--- src/rtl/tdc_pkg.sv ---
// Shared types for the tap delay controller.
// Assumes: nothing beyond IEEE 1800-2017 packages.
package tdc_pkg;
    // Which override, if any, governs the step count.
    typedef enum logic [1:0] {
        OVR_NONE = 2'd0,
        OVR_MIN  = 2'd1,
        OVR_MAX  = 2'd2
    } ovr_e;
endpackage

--- src/rtl/tdc_sel_hold.sv ---
// Select hold stage. It is transparent while load_en is low and holds the
// value captured at the last clock edge with load_en low while load_en is high.
// Assumes: the inputs are synchronous to clk.
module tdc_sel_hold #(
    parameter int TAP_W = 10
) (
    input  logic             clk,
    input  logic             rst_n,
    input  logic             load_en,
    input  logic [TAP_W-1:0] tap_in,
    input  logic             casc_in,
    output logic [TAP_W-1:0] tap_eff,
    output logic             casc_eff
);
    logic [TAP_W-1:0] tap_hold;
    logic             casc_hold;

    // Track the live selects while open; keep them once load_en is high.
    always_ff @(posedge clk) begin
        if (!rst_n) begin
            tap_hold  <= '0;
            casc_hold <= 1'b0;
        end else if (!load_en) begin
            tap_hold  <= tap_in;
            casc_hold <= casc_in;
        end
    end

    // Open: pass the live value; held: present the stored value.
    always_comb begin
        tap_eff  = load_en ? tap_hold  : tap_in;
        casc_eff = load_en ? casc_hold : casc_in;
    end
endmodule

--- src/rtl/tdc_tap_resolve.sv ---
// Override resolver. It applies min/max priority to the effective tap word
// and registers the step count and the cascade state.
// Assumes: force_min outranks force_max; the max override is one step
// beyond the all-ones tap word.
module tdc_tap_resolve
    import tdc_pkg::*;
#(
    parameter int TAP_W = 10,
    localparam int STEP_W = TAP_W + 1
) (
    input  logic              clk,
    input  logic              rst_n,
    input  logic [TAP_W-1:0]  tap_eff,
    input  logic              casc_eff,
    input  logic              force_min,
    input  logic              force_max,
    output logic [STEP_W-1:0] steps_q,
    output logic              casc_q
);
    ovr_e              mode;
    logic [STEP_W-1:0] steps_d;

    // Pick the governing override in fixed priority order.
    always_comb begin
        if (force_min)      mode = OVR_MIN;
        else if (force_max) mode = OVR_MAX;
        else                mode = OVR_NONE;
    end

    // Map the mode to a step count.
    always_comb begin
        unique case (mode)
            OVR_MIN: steps_d = '0;
            OVR_MAX: steps_d = {1'b1, {TAP_W{1'b0}}};
            default: steps_d = {1'b0, tap_eff};
        endcase
    end

    // Register the step count and the cascade state.
    always_ff @(posedge clk) begin
        if (!rst_n) begin
            steps_q <= '0;
            casc_q  <= 1'b0;
        end else begin
            steps_q <= steps_d;
            casc_q  <= casc_eff;
        end
    end
endmodule

--- src/rtl/tdc_delay_line.sv ---
// Delay pipeline. A shift register records the input history, and a
// registered tap multiplexer drives the output. The total latency is
// BASE_LAT + steps edges.
// Assumes: BASE_LAT >= 1; steps <= 2**TAP_W.
module tdc_delay_line #(
    parameter int TAP_W    = 10,
    parameter int BASE_LAT = 2,
    localparam int STEP_W  = TAP_W + 1,
    localparam int DEPTH   = (1 << TAP_W) + BASE_LAT,
    localparam int IDX_W   = $clog2(DEPTH)
) (
    input  logic              clk,
    input  logic              rst_n,
    input  logic              din,
    input  logic              out_dis,
    input  logic [STEP_W-1:0] steps,
    output logic              dout
);
    logic [DEPTH-1:0] hist;
    logic [IDX_W-1:0] idx;
    logic             dout_q;

    // Shift the input history by one stage per clock.
    always_ff @(posedge clk) begin
        if (!rst_n) hist <= '0;
        else        hist <= {hist[DEPTH-2:0], din};
    end

    // Tap index: one register stage is spent in the output flop.
    always_comb begin
        idx = IDX_W'(steps) + IDX_W'(BASE_LAT - 1);
    end

    // Register the selected tap, gated by the output disable.
    always_ff @(posedge clk) begin
        if (!rst_n)       dout_q <= 1'b0;
        else if (out_dis) dout_q <= 1'b0;
        else              dout_q <= hist[idx];
    end

    assign dout = dout_q;
endmodule

--- src/rtl/tap_delay_ctrl.sv ---
// Top level of the programmable tap delay controller: select hold,
// override resolver and delay pipeline.
// Assumes: a single clock domain and synchronous active-low reset.
module tap_delay_ctrl #(
    parameter int TAP_W    = 10,
    parameter int BASE_LAT = 2
) (
    input  logic             clk,
    input  logic             rst_n,
    input  logic             din,
    input  logic [TAP_W-1:0] tap_sel,
    input  logic             casc_sel,
    input  logic             load_en,
    input  logic             force_min,
    input  logic             force_max,
    input  logic             out_dis,
    output logic             dout,
    output logic             casc_out,
    output logic             casc_out_n
);
    localparam int STEP_W = TAP_W + 1;

    logic [TAP_W-1:0]  tap_eff;
    logic              casc_eff;
    logic [STEP_W-1:0] steps_q;
    logic              casc_q;

    tdc_sel_hold #(.TAP_W(TAP_W)) u_hold (
        .clk      (clk),
        .rst_n    (rst_n),
        .load_en  (load_en),
        .tap_in   (tap_sel),
        .casc_in  (casc_sel),
        .tap_eff  (tap_eff),
        .casc_eff (casc_eff)
    );

    tdc_tap_resolve #(.TAP_W(TAP_W)) u_resolve (
        .clk       (clk),
        .rst_n     (rst_n),
        .tap_eff   (tap_eff),
        .casc_eff  (casc_eff),
        .force_min (force_min),
        .force_max (force_max),
        .steps_q   (steps_q),
        .casc_q    (casc_q)
    );

    tdc_delay_line #(.TAP_W(TAP_W), .BASE_LAT(BASE_LAT)) u_line (
        .clk     (clk),
        .rst_n   (rst_n),
        .din     (din),
        .out_dis (out_dis),
        .steps   (steps_q),
        .dout    (dout)
    );

    // Complementary cascade pair.
    assign casc_out   = casc_q;
    assign casc_out_n = ~casc_q;
endmodule

--- config.mk ---
export PLATFORM = sky130hd
export DESIGN_NAME = tap_delay_ctrl
export DESIGN_NICKNAME = d
export VERILOG_FILES = /design/src/rtl/tdc_pkg.sv /design/src/rtl/tdc_sel_hold.sv /design/src/rtl/tdc_tap_resolve.sv /design/src/rtl/tdc_delay_line.sv /design/src/rtl/tap_delay_ctrl.sv
export SDC_FILE = /design/constraint.sdc
export NUM_CORES = 2
export LEC_CHECK = 0
export BUFFER_PORTS_ARGS = -buffer_cell sky130_fd_sc_hd__buf_2
export CAP_MARGIN = 15
export CORE_MARGIN = 10
export CORE_UTILIZATION = 60
export DETAILED_ROUTE_END_ITERATION = 16
export PLACE_DENSITY = 0.76
export SYNTH_ARGS = -nofsm -noshare
export SYNTH_HDL_FRONTEND = slang
export SYNTH_HIERARCHICAL = 1
export SYNTH_SLANG_ARGS = --single-unit
--- constraint.sdc ---
create_clock -name clk -period 3.4 [get_ports clk]
set_input_delay 0.68 -clock clk [delete_from_list [all_inputs] [get_ports clk]]
set_output_delay 0.68 -clock clk [all_outputs]
set_load 0.05 [all_outputs]
**Word-level counts from Yosys, hierarchy flattened**

Index checks and enable logic that the tools add are counted.

- Register bits: 1,049
- Bits in latches: 0
- Memory bits (writable): 0
- Memory bits (read-only): 0
- Input bits: 18
- Output and inout bits: 3
- Word-level logic and storage cells: 18
- Memories: 0

- Add/subtract/negate cells: 1
- $mul: 0
- Divide/modulo/power cells: 0
- $lt $le $gt $ge: 1
- Equality and inequality tests: 2
- Shift operators: 0
- Muxes and demuxes: 6
- Bitwise logic cells: 2
- Reduce and logical (&&, ||, !) cells: 1

Operators by type and width:

| operator | number |
|---|---|
| 11-bit case mux with 2 select lines | 1 |
| 11-bit by 12-bit < comparator with 1-bit output (second input constant) | 1 |
| 11-bit by 1-bit adder with 11-bit output (second input constant) | 1 |
| 1-bit binary-select mux with 11-bit select | 1 |
| 10-bit two-way mux | 1 |
| 2-bit two-way mux | 2 |
| 2-bit by 1-bit equality test with 1-bit output (second input constant) | 1 |
| 2-bit equality test (second input constant) | 1 |
| 1-bit NOT | 2 |
| 2-bit OR reduction | 1 |
| 1-bit two-way mux | 1 |

**Depth between registers and ports, before layout**

- Depth in word-level cells: 4
- Depth in mapped cells: 13
- Depth with buffers taken out: 10

**Modules after synthesis**

Netlist, hierarchy kept.

By module, submodules not included:

| module | instances | cells each | area each (µm²) | seq. area each (µm²) |
|---|---|---|---|---|
| tdc_delay_line | 1 | 2,897 | 36,393.7 | 20,559.7 |
| tdc_sel_hold | 1 | 35 | 467.9 | 220.2 |
| tdc_tap_resolve | 1 | 27 | 394.1 | 240.2 |
| tap_delay_ctrl | 1 | 1 | 3.8 | 0.0 |

**Worst setup path before layout**

Ideal clock, no wire load.

- Path kind: reg2reg
- From: register u_resolve.steps_q[1]
- To: register u_line.dout_q (netlist: u_line/dout)
- Setup time: 0.126 ns
- Data arrival time: 2.441 ns
- Required time: 3.274 ns
- Slack: 0.833 ns
- Stages on the path, launching flop included: 12
- Path buffers: 2
- Period minus slack after synthesis: 2.567 ns
- Path through: dfxtp_1 -> ha_1 -> buf_2 -> clkbuf_1 -> mux4_2 -> mux4_2 -> nand2_1 -> nand3_1 -> nand4_1 -> nand4b_1 -> nand4_1 -> a31oi_1

- Cells in the longest elaborated chain, start to end: 3

Ends and longest elaborated chain:

| element | line | text |
|---|---|---|
| start, declared | tdc_tap_resolve.sv:17 | `output logic [STEP_W-1:0] steps_q,` |
| start signal, assigned | tdc_tap_resolve.sv:45 | `steps_q <= steps_d;` |
| 11-bit by 1-bit adder with 11-bit output | tdc_delay_line.sv:31 | `idx = IDX_W'(steps) + IDX_W'(BASE_LAT - 1);` |
| 1-bit binary-select mux with 11-bit select | tdc_delay_line.sv:38 | `else dout_q <= hist[idx];` |
| 1-bit two-way mux (implied by the code) | tdc_delay_line.sv:38 |  |
| end signal, assigned | tdc_delay_line.sv:38 |  |
| end, declared | tdc_delay_line.sv:21 | `logic dout_q;` |

Every way passes these cells. The select of a mux whose other input is x is not followed.
A chain may end at the register's enable or synchronous reset.

**Worst setup path after layout**

- From: register u_resolve.steps_q[0]
- To: register u_line.dout_q (netlist: u_line/dout)

Same word-level chain as after synthesis.

==> out/metrics.csv <==
metric,value,unit
critical_path_startpoint_category,flop,
synth_area_in_adders,0.000336,
dp_cells,3687,
vias_after_detailed_routing,21100,
num_antenna_cells,0,
ctsHtreeMaxLevel,3,
wirelength,73400,um
clock-skew-final,0.0196,ns
drt_iter0_markers,1503,
yosys_register_bits,1050,
async_reset_ff_frac,0,
grt_pass1_vias,22400,
final_layout_size_suffix_gt1_frac,0.186,
instances_no_fill,3867,
max-clock-path-buffers,3,
vias_per_cell,5.47,
placed_cell_area,38200,um2
power_per_cell_area,581,nW/um2
syn_inst,2960,
setup_tns,0,ns
starting_density,0.605,
critical_path_required,3.91,ns
max-cap-violations,0,
max_slew_margin,0.515,
clock-root-buffer,clkbuf_16,
slowest_stage,ha_4,
yosys.area_share.xor_xnor,0.00544,
critical-path-max-stage-delay,0.60,ns
run_status,completed,
fin_area,41600,um2
top_usage_layer,met2,
setup.worst_path.class,reg2reg,
num-nets-final,2970,
std_cell_rows,91,
slew_viol_final,0,
yosys_most_used_dff,dfxtp_1,
yosysSeqAreaShare,0.564,
grt_first_pass_wirelength,122000,um
synth_top_family_by_area,simple AND/OR/NAND/NOR gates,
fin_worst_hold_slack,0.273,ns
critical_path.cell_chain,ha_4 > buf_12 > mux4_2 > mux2i_1 > a22oi_1 > a22oi_1 > o2111ai_1 > o211ai_1 > a31oi_1,
route.detailed.drc,0,
yosysWarningCount,6,
syn_area,37300,um2
ir_drop_worst_case_vdd,474,uV
cts.sinks,1050,
port-buffer-count,20,
dieHeight,269,um
post-layout-total-power,24.2,mW
worst_pin_slew,0.728,ns
clk_pin_slew_worst_paths,0.06,ns
use_met1,0.270,
drt.antenna.violating_nets,0,
timing.final.ws_setup,0.243,ns
tritoncts,yes,
timing.reg2reg.worst_path_depth,9,
io_pins,21,
finalSetupViolations,0,
max_clock_freq,317,MHz
fillCellCount,4279,
crit_path_max_fanout,51,
maximum_number_of_pins_on_one_net_before_global_route_repair,199,
final_core_utilization,0.675,
number_of_cts_inserted_buffers,99,
total_leakage_power,15.9,nW
met3_usage,0.0382,
rsz0062_at_grt,false,
mean_instance_size_in_the_synthesized_netlist,12.6,um2
worstHoldPathType,in2reg,
cts.hold.buffers_added,0,
synth-compound-area-share,0.0141,
synth.distinct_cells,64,
layout-area-overhead-vs-synth,11.6,%
hold_fails_final_rpt,0,
timing.critical_path.to_type,flop,
syn_nets,2979,
cp_data_arrival_time,3.67,ns
drt_pass1_iterations,5,
synth_enable_flop_cells,0,
use_met2,0.332,
finalWeightedCongestion,0.847,
die_area,72500,um2
finalCriticalPeriod,3.16,ns
grt_remaining_overflow,0,
post_cts.repair.setup_buffers,0,
yosys.area_share.simple,0.206,
crit_top_cell,a22oi_1,
globalRouteTotalUtil,0.203,
min_path_cells,2,
synth.area.mux_share,0.179,
width_of_the_die,269,um
initial_antenna_violation_count,1,
fp.coreArea,61600,um2
post_cts_resize_count,0,
post_drt_wl_per_cell,19.0,um
detailed_place_hpwl,46000,um
placement.setup.worst_slack,0.214,ns
min_period_over_period,0.929,
worstSkewPairLatency,0.64,ns
==> cell usage after synthesis (5+ instances only) <==
cell type | count | area share
clkbuf_1 | 126 | 0.013
and3_1 | 6 | 0.0010
nand2_1 | 132 | 0.013
dfxtp_1 | 1050 | 0.56
xnor2_1 | 11 | 0.0026
nor4bb_1 | 7 | 0.0019
buf_6 | 22 | 0.0066
nor2_1 | 7 | 0.00071
a22oi_1 | 5 | 0.0010
nand4_1 | 14 | 0.0024
mux4_2 | 269 | 0.16
nor3_1 | 9 | 0.0012
nand3_1 | 54 | 0.0073
o2111ai_1 | 5 | 0.0012
mux2i_1 | 44 | 0.012
mux2_4 | 10 | 0.0040
buf_2 | 40 | 0.0054
and2_1 | 1037 | 0.17
a32oi_1 | 9 | 0.0021
a31oi_1 | 17 | 0.0029
buf_4 | 12 | 0.0024
==> placed cells by master (no fill, tap or decap), types with 4 or more instances in the layout <==
cell type / n
nor2_1: 7
mux4_2: 269
a32oi_1: 9
bufinv_16: 12
xnor2_1: 10
nor3_1: 9
a22oi_1: 5
a31oi_1: 17
mux2i_1: 44
xor2_1: 4
nand4_1: 14
dfxtp_1: 1049
buf_2: 19
nand3_1: 54
clkbuf_16: 99
buf_12: 23
and2_1: 1037
o2111ai_1: 5
nor4bb_1: 7
clkinv_2: 24
and3_1: 6
clkinvlp_4: 5
mux2_4: 10
clkbuf_8: 20
nand2_1: 132
buf_4: 58
clkbuf_1: 16
==> power by group <==
group          switching (mW)  internal, mW
combinational           0.375         0.199
sequential            0.00942          12.3
clock                    4.57          6.71
==> metal layers <==
metal,vias up,part of all wire
met2,429,0.48
met3,136,0.048
met1,10600,0.45
li1,9974,-
met4,0,0.028
met5,-,0
==> sequential cells by signal (all words and copies together), names as in the netlist <==
register and count:
u_hold/tap_hold 10, u_resolve/casc_q 1, u_line/hist 1026, u_resolve/steps_q 11, u_line/dout 1, u_hold/casc_hold 1
==> final cells by class <==
cell class              count  area, um2  area share
clock buffers             135       2810      0.0676
clock inverters            45        564      0.0136
well taps                 837       1050      0.0252
flip-flops and latches   1050      21000       0.506
repair buffers            101       1010      0.0242
multi-input cells        1694      15100       0.363
inverters                   5       18.8    0.000451
==> worst paths after layout <==
check / start / endpoint / slack, ns
worst max register to register: u_resolve/steps_q[0] / u_line/dout / 0.24
worst min-delay path: din / u_line/hist[0] / 0.27
worst max-delay path: u_resolve/steps_q[0] / u_line/dout / 0.24
worst min register to register: u_line/hist[666] / u_line/hist[667] / 0.44
==> logic make-up after synthesis <==
logic type	after synthesis
flip-flops	1050
multiplexers	325
AO/OA/AOI/OAI	68
adder cells (fa/ha/maj)	1
XOR/XNOR	18
buffers and inverters	216
AND/OR/NAND/NOR	1282
==> worst max-delay path, delay by kind of cell, from the launching register on <==
family                   cells  cell delay, ns
adder cells (fa/ha/maj)      1            0.60
flip-flops                   1            0.41
buffers and inverters        1            0.35
AO/OA/AOI/OAI                5            0.88
multiplexers                 2            0.72
(Power assumes the default switching activity.)
